File: config.mk
export PLATFORM = sky130hd
export DESIGN_NAME = gpio_irq_bank
export DESIGN_NICKNAME = d
export VERILOG_FILES = /design/src/rtl/gpio_bank_pkg.sv /design/src/rtl/gpio_reg_port.sv /design/src/rtl/gpio_pad_sync.sv /design/src/rtl/gpio_ctrl_regs.sv /design/src/rtl/gpio_irq_detect.sv /design/src/rtl/gpio_irq_bank.sv
export SDC_FILE = /design/constraint.sdc
export NUM_CORES = 1
export LEC_CHECK = 0
export BUFFER_PORTS_ARGS = -buffer_cell sky130_fd_sc_hd__buf_2
export CAP_MARGIN = 25
export CORE_MARGIN = 2
export CORE_UTILIZATION = 60
export CTS_BUF_LIST = sky130_fd_sc_hd__clkbuf_4 sky130_fd_sc_hd__clkbuf_8
export CTS_CLUSTER_DIAMETER = 150
export DETAILED_ROUTE_END_ITERATION = 6
export PLACE_DENSITY = 0.78
export SYNTH_ARGS = -nofsm -noshare
export SYNTH_HDL_FRONTEND = slang
export SYNTH_SLANG_ARGS = --single-unit
File: constraint.sdc
create_clock -name clk -period 4.2 [get_ports clk]
set_input_delay 0.42 -clock clk [delete_from_list [all_inputs] [get_ports clk]]
set_output_delay 0.42 -clock clk [all_outputs]
set_load 0.01 [all_outputs]
File: src/rtl/gpio_bank_pkg.sv
package gpio_bank_pkg;
  localparam int REG_W  = 32;
  localparam int NUM_REGS = 12;

  // word index of each register (byte offset = index * 4)
  typedef enum logic [3:0] {
    RG_LEVEL   = 4'd0,
    RG_OUT     = 4'd1,
    RG_OUT_SET = 4'd2,
    RG_OUT_CLR = 4'd3,
    RG_DIR     = 4'd4,
    RG_IEN     = 4'd5,
    RG_IEN_SET = 4'd6,
    RG_IEN_CLR = 4'd7,
    RG_PEND    = 4'd8,
    RG_MODE_A  = 4'd9,
    RG_MODE_B  = 4'd10,
    RG_POL     = 4'd11
  } reg_sel_e;

  typedef struct packed {
    logic out_set;
    logic out_clr;
    logic dir;
    logic ien_set;
    logic ien_clr;
    logic pend_clr;
    logic mode_a;
    logic mode_b;
    logic pol;
  } wr_strobe_t;
endpackage

File: src/rtl/gpio_reg_port.sv
module gpio_reg_port
  import gpio_bank_pkg::*;
#(
  parameter int ADDR_W = 8
) (
  input  logic              clk,
  input  logic              rst_n,
  input  logic              req_valid,
  output logic              req_ready,
  input  logic              req_write,
  input  logic [ADDR_W-1:0] req_addr,
  input  logic [REG_W-1:0]  req_wdata,
  output logic              rsp_valid,
  input  logic              rsp_ready,
  output logic [REG_W-1:0]  rsp_rdata,
  output wr_strobe_t        wr_stb,
  output logic [REG_W-1:0]  wr_data,
  output reg_sel_e          rd_sel,
  input  logic [REG_W-1:0]  rd_value
);
  localparam int IW = ADDR_W - 2;

  logic          acc;
  logic [IW-1:0] widx;
  logic          sel_ok;

  assign req_ready = ~rsp_valid | rsp_ready;
  assign acc       = req_valid & req_ready;
  assign widx      = req_addr[ADDR_W-1:2];
  assign sel_ok    = (req_addr[1:0] == 2'b00) && (32'(widx) < 32'(NUM_REGS));
  assign rd_sel    = reg_sel_e'(widx[3:0]);
  assign wr_data   = req_wdata;

  always_comb begin
    wr_stb = '0;
    if (acc && req_write && sel_ok) begin
      case (rd_sel)
        RG_OUT_SET: wr_stb.out_set  = 1'b1;
        RG_OUT_CLR: wr_stb.out_clr  = 1'b1;
        RG_DIR:     wr_stb.dir      = 1'b1;
        RG_IEN_SET: wr_stb.ien_set  = 1'b1;
        RG_IEN_CLR: wr_stb.ien_clr  = 1'b1;
        RG_PEND:    wr_stb.pend_clr = 1'b1;
        RG_MODE_A:  wr_stb.mode_a   = 1'b1;
        RG_MODE_B:  wr_stb.mode_b   = 1'b1;
        RG_POL:     wr_stb.pol      = 1'b1;
        default:    wr_stb          = '0;
      endcase
    end
  end

  always_ff @(posedge clk or negedge rst_n) begin
    if (!rst_n) begin
      rsp_valid <= 1'b0;
      rsp_rdata <= '0;
    end else if (acc) begin
      rsp_valid <= 1'b1;
      rsp_rdata <= (!req_write && sel_ok) ? rd_value : '0;
    end else if (rsp_ready) begin
      rsp_valid <= 1'b0;
    end
  end
endmodule

File: src/rtl/gpio_pad_sync.sv
module gpio_pad_sync #(
  parameter int NPINS = 32
) (
  input  logic             clk,
  input  logic             rst_n,
  input  logic [NPINS-1:0] pad_in,
  output logic [NPINS-1:0] lvl,
  output logic [NPINS-1:0] prev
);
  logic [NPINS-1:0] meta;

  for (genvar i = 0; i < NPINS; i++) begin : g_bit
    always_ff @(posedge clk or negedge rst_n) begin
      if (!rst_n) begin
        meta[i] <= 1'b0;
        lvl[i]  <= 1'b0;
        prev[i] <= 1'b0;
      end else begin
        meta[i] <= pad_in[i];
        lvl[i]  <= meta[i];
        prev[i] <= lvl[i];
      end
    end
  end
endmodule

File: src/rtl/gpio_ctrl_regs.sv
module gpio_ctrl_regs
  import gpio_bank_pkg::*;
#(
  parameter int NPINS = 32
) (
  input  logic             clk,
  input  logic             rst_n,
  input  wr_strobe_t       wr_stb,
  input  logic [NPINS-1:0] wr_data,
  output logic [NPINS-1:0] out_q,
  output logic [NPINS-1:0] dir_q,
  output logic [NPINS-1:0] ien_q,
  output logic [NPINS-1:0] mode_a_q,
  output logic [NPINS-1:0] mode_b_q,
  output logic [NPINS-1:0] pol_q
);
  always_ff @(posedge clk or negedge rst_n) begin
    if (!rst_n) begin
      out_q    <= '0;
      dir_q    <= '0;
      ien_q    <= '0;
      mode_a_q <= '0;
      mode_b_q <= '0;
      pol_q    <= '1;
    end else begin
      if (wr_stb.out_set) out_q    <= out_q | wr_data;
      if (wr_stb.out_clr) out_q    <= out_q & ~wr_data;
      if (wr_stb.dir)     dir_q    <= wr_data;
      if (wr_stb.ien_set) ien_q    <= ien_q | wr_data;
      if (wr_stb.ien_clr) ien_q    <= ien_q & ~wr_data;
      if (wr_stb.mode_a)  mode_a_q <= wr_data;
      if (wr_stb.mode_b)  mode_b_q <= wr_data;
      if (wr_stb.pol)     pol_q    <= wr_data;
    end
  end
endmodule

File: src/rtl/gpio_irq_detect.sv
module gpio_irq_detect #(
  parameter int NPINS = 32
) (
  input  logic             clk,
  input  logic             rst_n,
  input  logic [NPINS-1:0] lvl,
  input  logic [NPINS-1:0] prev,
  input  logic [NPINS-1:0] mode_a,
  input  logic [NPINS-1:0] mode_b,
  input  logic [NPINS-1:0] pol,
  input  logic [NPINS-1:0] clr,
  output logic [NPINS-1:0] pend_q,
  output logic [NPINS-1:0] pend_ev,
  output logic [NPINS-1:0] edge_sel
);
  for (genvar i = 0; i < NPINS; i++) begin : g_pin
    logic is_edge;
    logic hit;

    always_comb begin
      is_edge = mode_a[i] & mode_b[i];
      if (is_edge)
        hit = pol[i] ? (lvl[i] & ~prev[i]) : (~lvl[i] & prev[i]);
      else
        hit = (lvl[i] == pol[i]);
    end

    assign pend_ev[i]  = hit;
    assign edge_sel[i] = is_edge;

    // edge pins: a fresh event beats a clear; level pins: a clear wins
    // for one cycle and the held level re-arms the bit afterwards
    always_ff @(posedge clk or negedge rst_n) begin
      if (!rst_n)
        pend_q[i] <= 1'b0;
      else if (is_edge)
        pend_q[i] <= (pend_q[i] & ~clr[i]) | hit;
      else
        pend_q[i] <= clr[i] ? 1'b0 : (pend_q[i] | hit);
    end
  end
endmodule

File: src/rtl/gpio_irq_bank.sv
module gpio_irq_bank
  import gpio_bank_pkg::*;
#(
  parameter int NPINS  = 32,
  parameter int ADDR_W = 8
) (
  input  logic              clk,
  input  logic              rst_n,
  input  logic              req_valid,
  output logic              req_ready,
  input  logic              req_write,
  input  logic [ADDR_W-1:0] req_addr,
  input  logic [31:0]       req_wdata,
  output logic              rsp_valid,
  input  logic              rsp_ready,
  output logic [31:0]       rsp_rdata,
  input  logic [NPINS-1:0]  pad_in,
  output logic [NPINS-1:0]  pad_out,
  output logic [NPINS-1:0]  pad_oe,
  output logic              irq
);
  wr_strobe_t       wr_stb;
  logic [REG_W-1:0] wr_data;
  reg_sel_e         rd_sel;
  logic [REG_W-1:0] rd_value;

  logic [NPINS-1:0] sync_lvl, sync_prev;
  logic [NPINS-1:0] out_q, dir_q, ien_q, mode_a_q, mode_b_q, pol_q;
  logic [NPINS-1:0] pend_q, pend_ev, edge_sel, pend_clr;

  gpio_reg_port #(.ADDR_W(ADDR_W)) u_port (
    .clk(clk), .rst_n(rst_n),
    .req_valid(req_valid), .req_ready(req_ready), .req_write(req_write),
    .req_addr(req_addr), .req_wdata(req_wdata),
    .rsp_valid(rsp_valid), .rsp_ready(rsp_ready), .rsp_rdata(rsp_rdata),
    .wr_stb(wr_stb), .wr_data(wr_data), .rd_sel(rd_sel), .rd_value(rd_value)
  );

  gpio_pad_sync #(.NPINS(NPINS)) u_sync (
    .clk(clk), .rst_n(rst_n), .pad_in(pad_in), .lvl(sync_lvl), .prev(sync_prev)
  );

  gpio_ctrl_regs #(.NPINS(NPINS)) u_regs (
    .clk(clk), .rst_n(rst_n), .wr_stb(wr_stb), .wr_data(wr_data[NPINS-1:0]),
    .out_q(out_q), .dir_q(dir_q), .ien_q(ien_q),
    .mode_a_q(mode_a_q), .mode_b_q(mode_b_q), .pol_q(pol_q)
  );

  assign pend_clr = wr_stb.pend_clr ? wr_data[NPINS-1:0] : '0;

  gpio_irq_detect #(.NPINS(NPINS)) u_det (
    .clk(clk), .rst_n(rst_n), .lvl(sync_lvl), .prev(sync_prev),
    .mode_a(mode_a_q), .mode_b(mode_b_q), .pol(pol_q), .clr(pend_clr),
    .pend_q(pend_q), .pend_ev(pend_ev), .edge_sel(edge_sel)
  );

  always_comb begin
    case (rd_sel)
      RG_LEVEL:  rd_value = REG_W'(sync_lvl);
      RG_OUT:    rd_value = REG_W'(out_q);
      RG_DIR:    rd_value = REG_W'(dir_q);
      RG_IEN:    rd_value = REG_W'(ien_q);
      RG_PEND:   rd_value = REG_W'(pend_q);
      RG_MODE_A: rd_value = REG_W'(mode_a_q);
      RG_MODE_B: rd_value = REG_W'(mode_b_q);
      RG_POL:    rd_value = REG_W'(pol_q);
      default:   rd_value = '0;
    endcase
  end

  assign pad_out = out_q;
  assign pad_oe  = dir_q;
  assign irq     = |(pend_q & ien_q);
endmodule

### Yosys cells after proc, flatten, opt, wreduce, memory -nomap -nowiden

Index checks and enable logic that the tools add are counted.

| word-level totals | value |
|---|---|
| register bits after elaboration | 353 |
| input bits | 77 |
| output and inout bits | 99 |

| operators by class | value |
|---|---|
| order comparisons | 1 |
| equal/unequal tests | 43 |
| mux-type cells | 147 |
| bitwise logic cells | 297 |
| reductions and logical operators | 11 |

Operators with widths:

| kind | number |
|---|---|
| $pmux 32 s8 | 1 |
| $mux 32 | 6 |
| $mux 1 | 139 |
| $and 1x1->1 | 129 |
| $not 1->1 | 97 |
| $and 32x32->32 | 3 |
| $or 1x1->1 | 65 |
| $or 32x32->32 | 2 |
| $eq 1x1->1 | 32 |
| $not 32->32 | 1 |
| $reduce_or 32->1 | 1 |
| $eq 4x3->1 const B | 4 |
| $eq 4x4->1 const B | 4 |
| $mux 9 | 1 |
| $eq 4x2->1 const B | 2 |
| $lt 6x4->1 const B | 1 |
| $reduce_bool 2->1 | 3 |
| $eq 4x1->1 const B | 1 |
| $logic_and 1x1->1 | 4 |
| $logic_not 4->1 | 1 |
| $logic_not 2->1 | 1 |
| $logic_not 1->1 | 1 |

### Logic depth before layout (Yosys ltp)

| logic depth | value |
|---|---|
| depth after elaboration | 11 |
| mapped depth | 8 |
| gate-level depth less buffers | 4 |

### Hierarchy

Synthesis repeated with hierarchy kept, for this count alone.

| unflattened totals | value |
|---|---|
| cell total of the unflattened synthesis | 1525 |
| area, all modules | 18387.6 um2 |

By module, submodules not included:

| module | instances | cells an instance | area each (um2) | sequential area each (um2) |
|---|---|---|---|---|
| gpio_ctrl_regs | 1 | 476 | 7718.7 | 4844.6 |
| gpio_irq_detect | 1 | 416 | 3803.6 | 800.8 |
| gpio_irq_bank | 1 | 366 | 2688.8 | 0.0 |
| gpio_pad_sync | 1 | 96 | 2402.3 | 2402.3 |
| gpio_reg_port | 1 | 171 | 1774.2 | 825.8 |

### Worst setup path after synthesis

No wires, ideal clock.

| path | value |
|---|---|
| path type | input to register |
| from | input port rsp_ready |
| to | register u_regs.mode_b_q[10] |
| setup time | 125 ps |
| arrival | 1876 ps |
| required time | 4075 ps |
| slack | 2200 ps |
| stages | 6 |
| buffers on the path | 2 |
| path through | nand2b_1 > clkbuf_1 > nand3_2 > nor4_4 > buf_6 > mux2_2 |

| on the way | value |
|---|---|
| word-level cells in the longest chain between the ends | 5 |

RTL lines:

| element | line | source |
|---|---|---|
| from (decl) | gpio_irq_bank.sv:15 | `input logic rsp_ready,` |
| $or 1x1->1 | gpio_reg_port.sv:27 | `assign req_ready = ~rsp_valid \| rsp_ready;` |
| via req_ready | gpio_irq_bank.sv:10 | `output logic req_ready,` |
| $and 1x1->1 | gpio_reg_port.sv:28 | `assign acc = req_valid & req_ready;` |
| $logic_and 1x1->1 (2 in series) | gpio_reg_port.sv:36 | `if (acc && req_write && sel_ok) begin` |
| $mux 9 | gpio_reg_port.sv:36 |  |
| to (signal assigned) | gpio_ctrl_regs.sv:32 | `if (wr_stb.mode_b) mode_b_q <= wr_data;` |
| to (decl) | gpio_ctrl_regs.sv:14 | `output logic [NPINS-1:0] mode_b_q,` |

The timed path passes the listed nets, and every way through them passes these cells.
A chain may end at the register's enable or synchronous reset.

### Final worst setup path

| path | value |
|---|---|
| from | register u_det.pend_q[28] |
| to | output port irq |

| on the way | value |
|---|---|
| word-level cells in the longest chain between the ends | 2 |

RTL lines:

| element | line | source |
|---|---|---|
| from (decl) | gpio_irq_detect.sv:12 | `output logic [NPINS-1:0] pend_q,` |
| from (signal, indexed assignment) | gpio_irq_detect.sv:37 | `pend_q[i] <= (pend_q[i] & ~clr[i]) \| hit;` |
| from (signal, indexed assignment) | gpio_irq_detect.sv:39 | `pend_q[i] <= clr[i] ? 1'b0 : (pend_q[i] \| hit);` |
| $and 32x32->32 | gpio_irq_bank.sv:73 | `assign irq = \|(pend_q & ien_q);` |
| $reduce_or 32->1 | gpio_irq_bank.sv:73 |  |
| to (decl) | gpio_irq_bank.sv:20 | `output logic irq` |

No other way between the ends.

==> results.sh <==
export IMPL_worst_path_largest_cell_delay_ns=0.63
export IMPL_cts_buffer_depth=3
export IMPL_ys_warn_count=0
export IMPL_outcome="completed"
export IMPL_num_vias=12600
export IMPL_post_cts_buffers=0
export IMPL_grt_pass1_vias=12300
export IMPL_synth_edf_count=0
export IMPL_grt_pass1_wl_um=70000
export IMPL_yosysSeqAreaShare_pct=56.9
export IMPL_dp_hpwl_um=28700
export IMPL_yosys_area_top_type_share_pct=51.5
export IMPL_coreArea_um2=25800
export IMPL_pin_count=176
export IMPL_clkSlewWorstSetupHoldPaths_ns=0.06
export IMPL_hp_class="in2reg"
export IMPL_gp_congestion=0.898
export IMPL_clk_latency_ns=0.59
export IMPL_root_buffer="clkbuf_8"
export IMPL_grt_setup_unrepaired="false"
export IMPL_hp_start="req_wdata[31]"
export IMPL_clkSinkCount=353
export IMPL_fp_dieH_um=165
export IMPL_synth_most_common_cell="dfrtp_1"
export IMPL_drc=0
export IMPL_drt_iter0_drc=1299
export IMPL_yosys_top_cells_area="dfrtp_1 (52%), mux2_2 (9.1%), dfstp_2 (5.4%)"
export IMPL_power_density_nw_per_um2=388
export IMPL_cp_cell_sequence="a22oi_1 -> nand4_1 -> or4_1 -> buf_2"
export IMPL_max_freq_mhz=365
export IMPL_finalSetupViolCount=0
export IMPL_min_period_ns=2.74
export IMPL_slew_headroom_pct=33.0
export IMPL_cts_buffers=55
export IMPL_synth_area_per_cell_um2=11.8
export IMPL_fin_worst_skew_ns=0.0202
export IMPL_cts_max_level=2
export IMPL_max_cap_violations=0
export IMPL_synth_area_um2=15600
export IMPL_slowest_stage="or4_1"
export IMPL_synth_seq_cells=353
export IMPL_grt_max_degree=111
export IMPL_final_max_slew_viol_count=0
export IMPL_antenna_found_initial=0
export IMPL_synth_common_cells="dfrtp_1 (321), mux2_2 (126), o21ai_0 (95), nand2_1 (94), o31ai_1 (78)"
export IMPL_die_w_um=165
export IMPL_drive_above_1_share_pct=30.1
export IMPL_finalSetupTns_ns=0
export IMPL_timing_rr_start="u_port.rsp_valid"
export IMPL_crit_path_start="u_det.pend_q[28]"
export IMPL_synth_nets=1403
export IMPL_drt_total_wl_um=45000
export IMPL_wire_per_inst_um=23.5
export IMPL_vdd_ir_drop_max_mv=0.399
export IMPL_cts_tree="done"
export IMPL_overflow=0
export IMPL_ant_nets=0
export IMPL_cp_required_ns=3.78
export IMPL_worst_pin_slew_ns=1.00
export IMPL_start_kind="flop"
export IMPL_start_util_pct=60.5
export IMPL_crit_type="reg2out"
export IMPL_synthCells=1326
export IMPL_hold_depth=2
export IMPL_track_usage_pct=33.6
export IMPL_area_growth_pct=17.1
export IMPL_critPathArrivalTime_ns=2.32
export IMPL_antenna_cells=0
export IMPL_nets=1611
export IMPL_hold_violations=0
export IMPL_fin_crit_sh_pct=65.3
export IMPL_cp_max_fo=3
export IMPL_avgViaCountPerCell=6.58
export IMPL_drt_pass1_iterations=5
export IMPL_reg2reg_depth=5
export IMPL_die_area_um2=27300
export IMPL_synth_distinct_cells=50
export IMPL_cp_end_kind="output pin"
export IMPL_p_leak_uw=0.00824
export IMPL_placementRows=59
export IMPL_synthFlopType="dfrtp_1"
export IMPL_yosysTopAreaCell="dfrtp_1"
export IMPL_io_buffers=175
export IMPL_async_flop_share_pct=100
export IMPL_postLayoutCoreUtil_pct=70.9
layout make-up:
type	instances	area [um^2]
Sequential cell	353	8870
Clock buffer	96	1150
Multi-Input combinational cell	884	6280
Fill cell	1851	7500
Timing Repair Buffer	237	1490
Clock inverter	6	30.0
Inverter	3	11.3
Tap cell	335	419
cells by family after synthesis:
group,share of synthesized area (%)
compound gates,16.3
buf+inv,2.91
mux,14.5
flops,56.9
xor+xnor,0.112
simple gates,9.26
stage by stage:
| step | instances | cell area (um^2) | setup WS [ns] | total power, uW | hold slack [ns] |
|---|---|---|---|---|---|
| global placement | 1779 | 16700 | 1.42 | 4050 | 0.332 |
| floorplan | 1326 | 15600 | 2.20 | 3820 | 0.124 |
| finish | 1914 | 18300 | 1.46 | 7080 | 0.119 |
| detailed placement | 1779 | 16700 | 1.36 | 4060 | 0.335 |
| CTS | 1914 | 18300 | 1.49 | 7110 | 0.108 |
| global route | 1914 | 18300 | 1.47 | 7320 | 0.110 |
repair_timing:
item / in CTS / in global routing
endpoints found under the setup margin: 0 / 0
endpoints found under the hold margin: 124 / 0
resized for setup: 0 / 0
hold buffers: 33 / 0
critical path, delay by kind of cell (launching register included):
| family | cells | cell delay, ns |
|---|---|---|
| buffers and inverters | 1 | 0.18 |
| and+or+nand+nor | 2 | 0.76 |
| DFF | 1 | 0.46 |
| AOI/OAI and AO/OA | 1 | 0.32 |
power breakdown:
part           internal (uW)  switching [uW]
Clock                   1710            1330
Combinational            166             308
Sequential              3490            73.8
Total                   5370            1710
layout by cell type (no fill, tap or decap), types with 6 or more instances in the layout:
master | netlist | final
nor2_1 | 74 | 74
nor4b_1 | 15 | 15
o21ai_0 | 95 | 95
clkbuf_8 | 0 | 69
dlygate4sd3_1 | 0 | 33
o22ai_1 | 20 | 20
a22oi_1 | 58 | 58
nand2_1 | 94 | 93
dfstp_2 | 32 | 32
dfrtp_1 | 321 | 321
buf_2 | 15 | 173
nand4_1 | 9 | 9
buf_4 | 9 | 25
o31ai_1 | 78 | 78
and3_1 | 7 | 7
mux2i_1 | 76 | 76
o221ai_1 | 28 | 28
a21oi_1 | 43 | 43
o31a_1 | 16 | 16
clkinv_2 | 0 | 6
o22a_1 | 7 | 7
a31oi_1 | 16 | 16
mux2_2 | 126 | 126
nand3_1 | 64 | 64
clkbuf_4 | 0 | 27
mux2_1 | 7 | 7
path summary, 6_finish.rpt:
check,end,slack [ns]
hold reg to reg,u_sync.lvl[4],0.34
setup reg to reg,u_port.rsp_rdata[1],1.81
hold / removal,u_regs.pol_q[31],0.12
min in group asynchronous,u_sync.lvl[31],0.45
setup / recovery,irq,1.46
max in group asynchronous,u_regs.pol_q[2],2.71
routing by layer:
layer  vias up  track usage [%]  wire [um]
met1      6223             47.5      18200
met2       777             50.5      20400
met5         -                0          0
li1       5444                -          -
met4         0             14.2       1710
met3       142             7.87       4730
(Power assumes the default switching activity.)
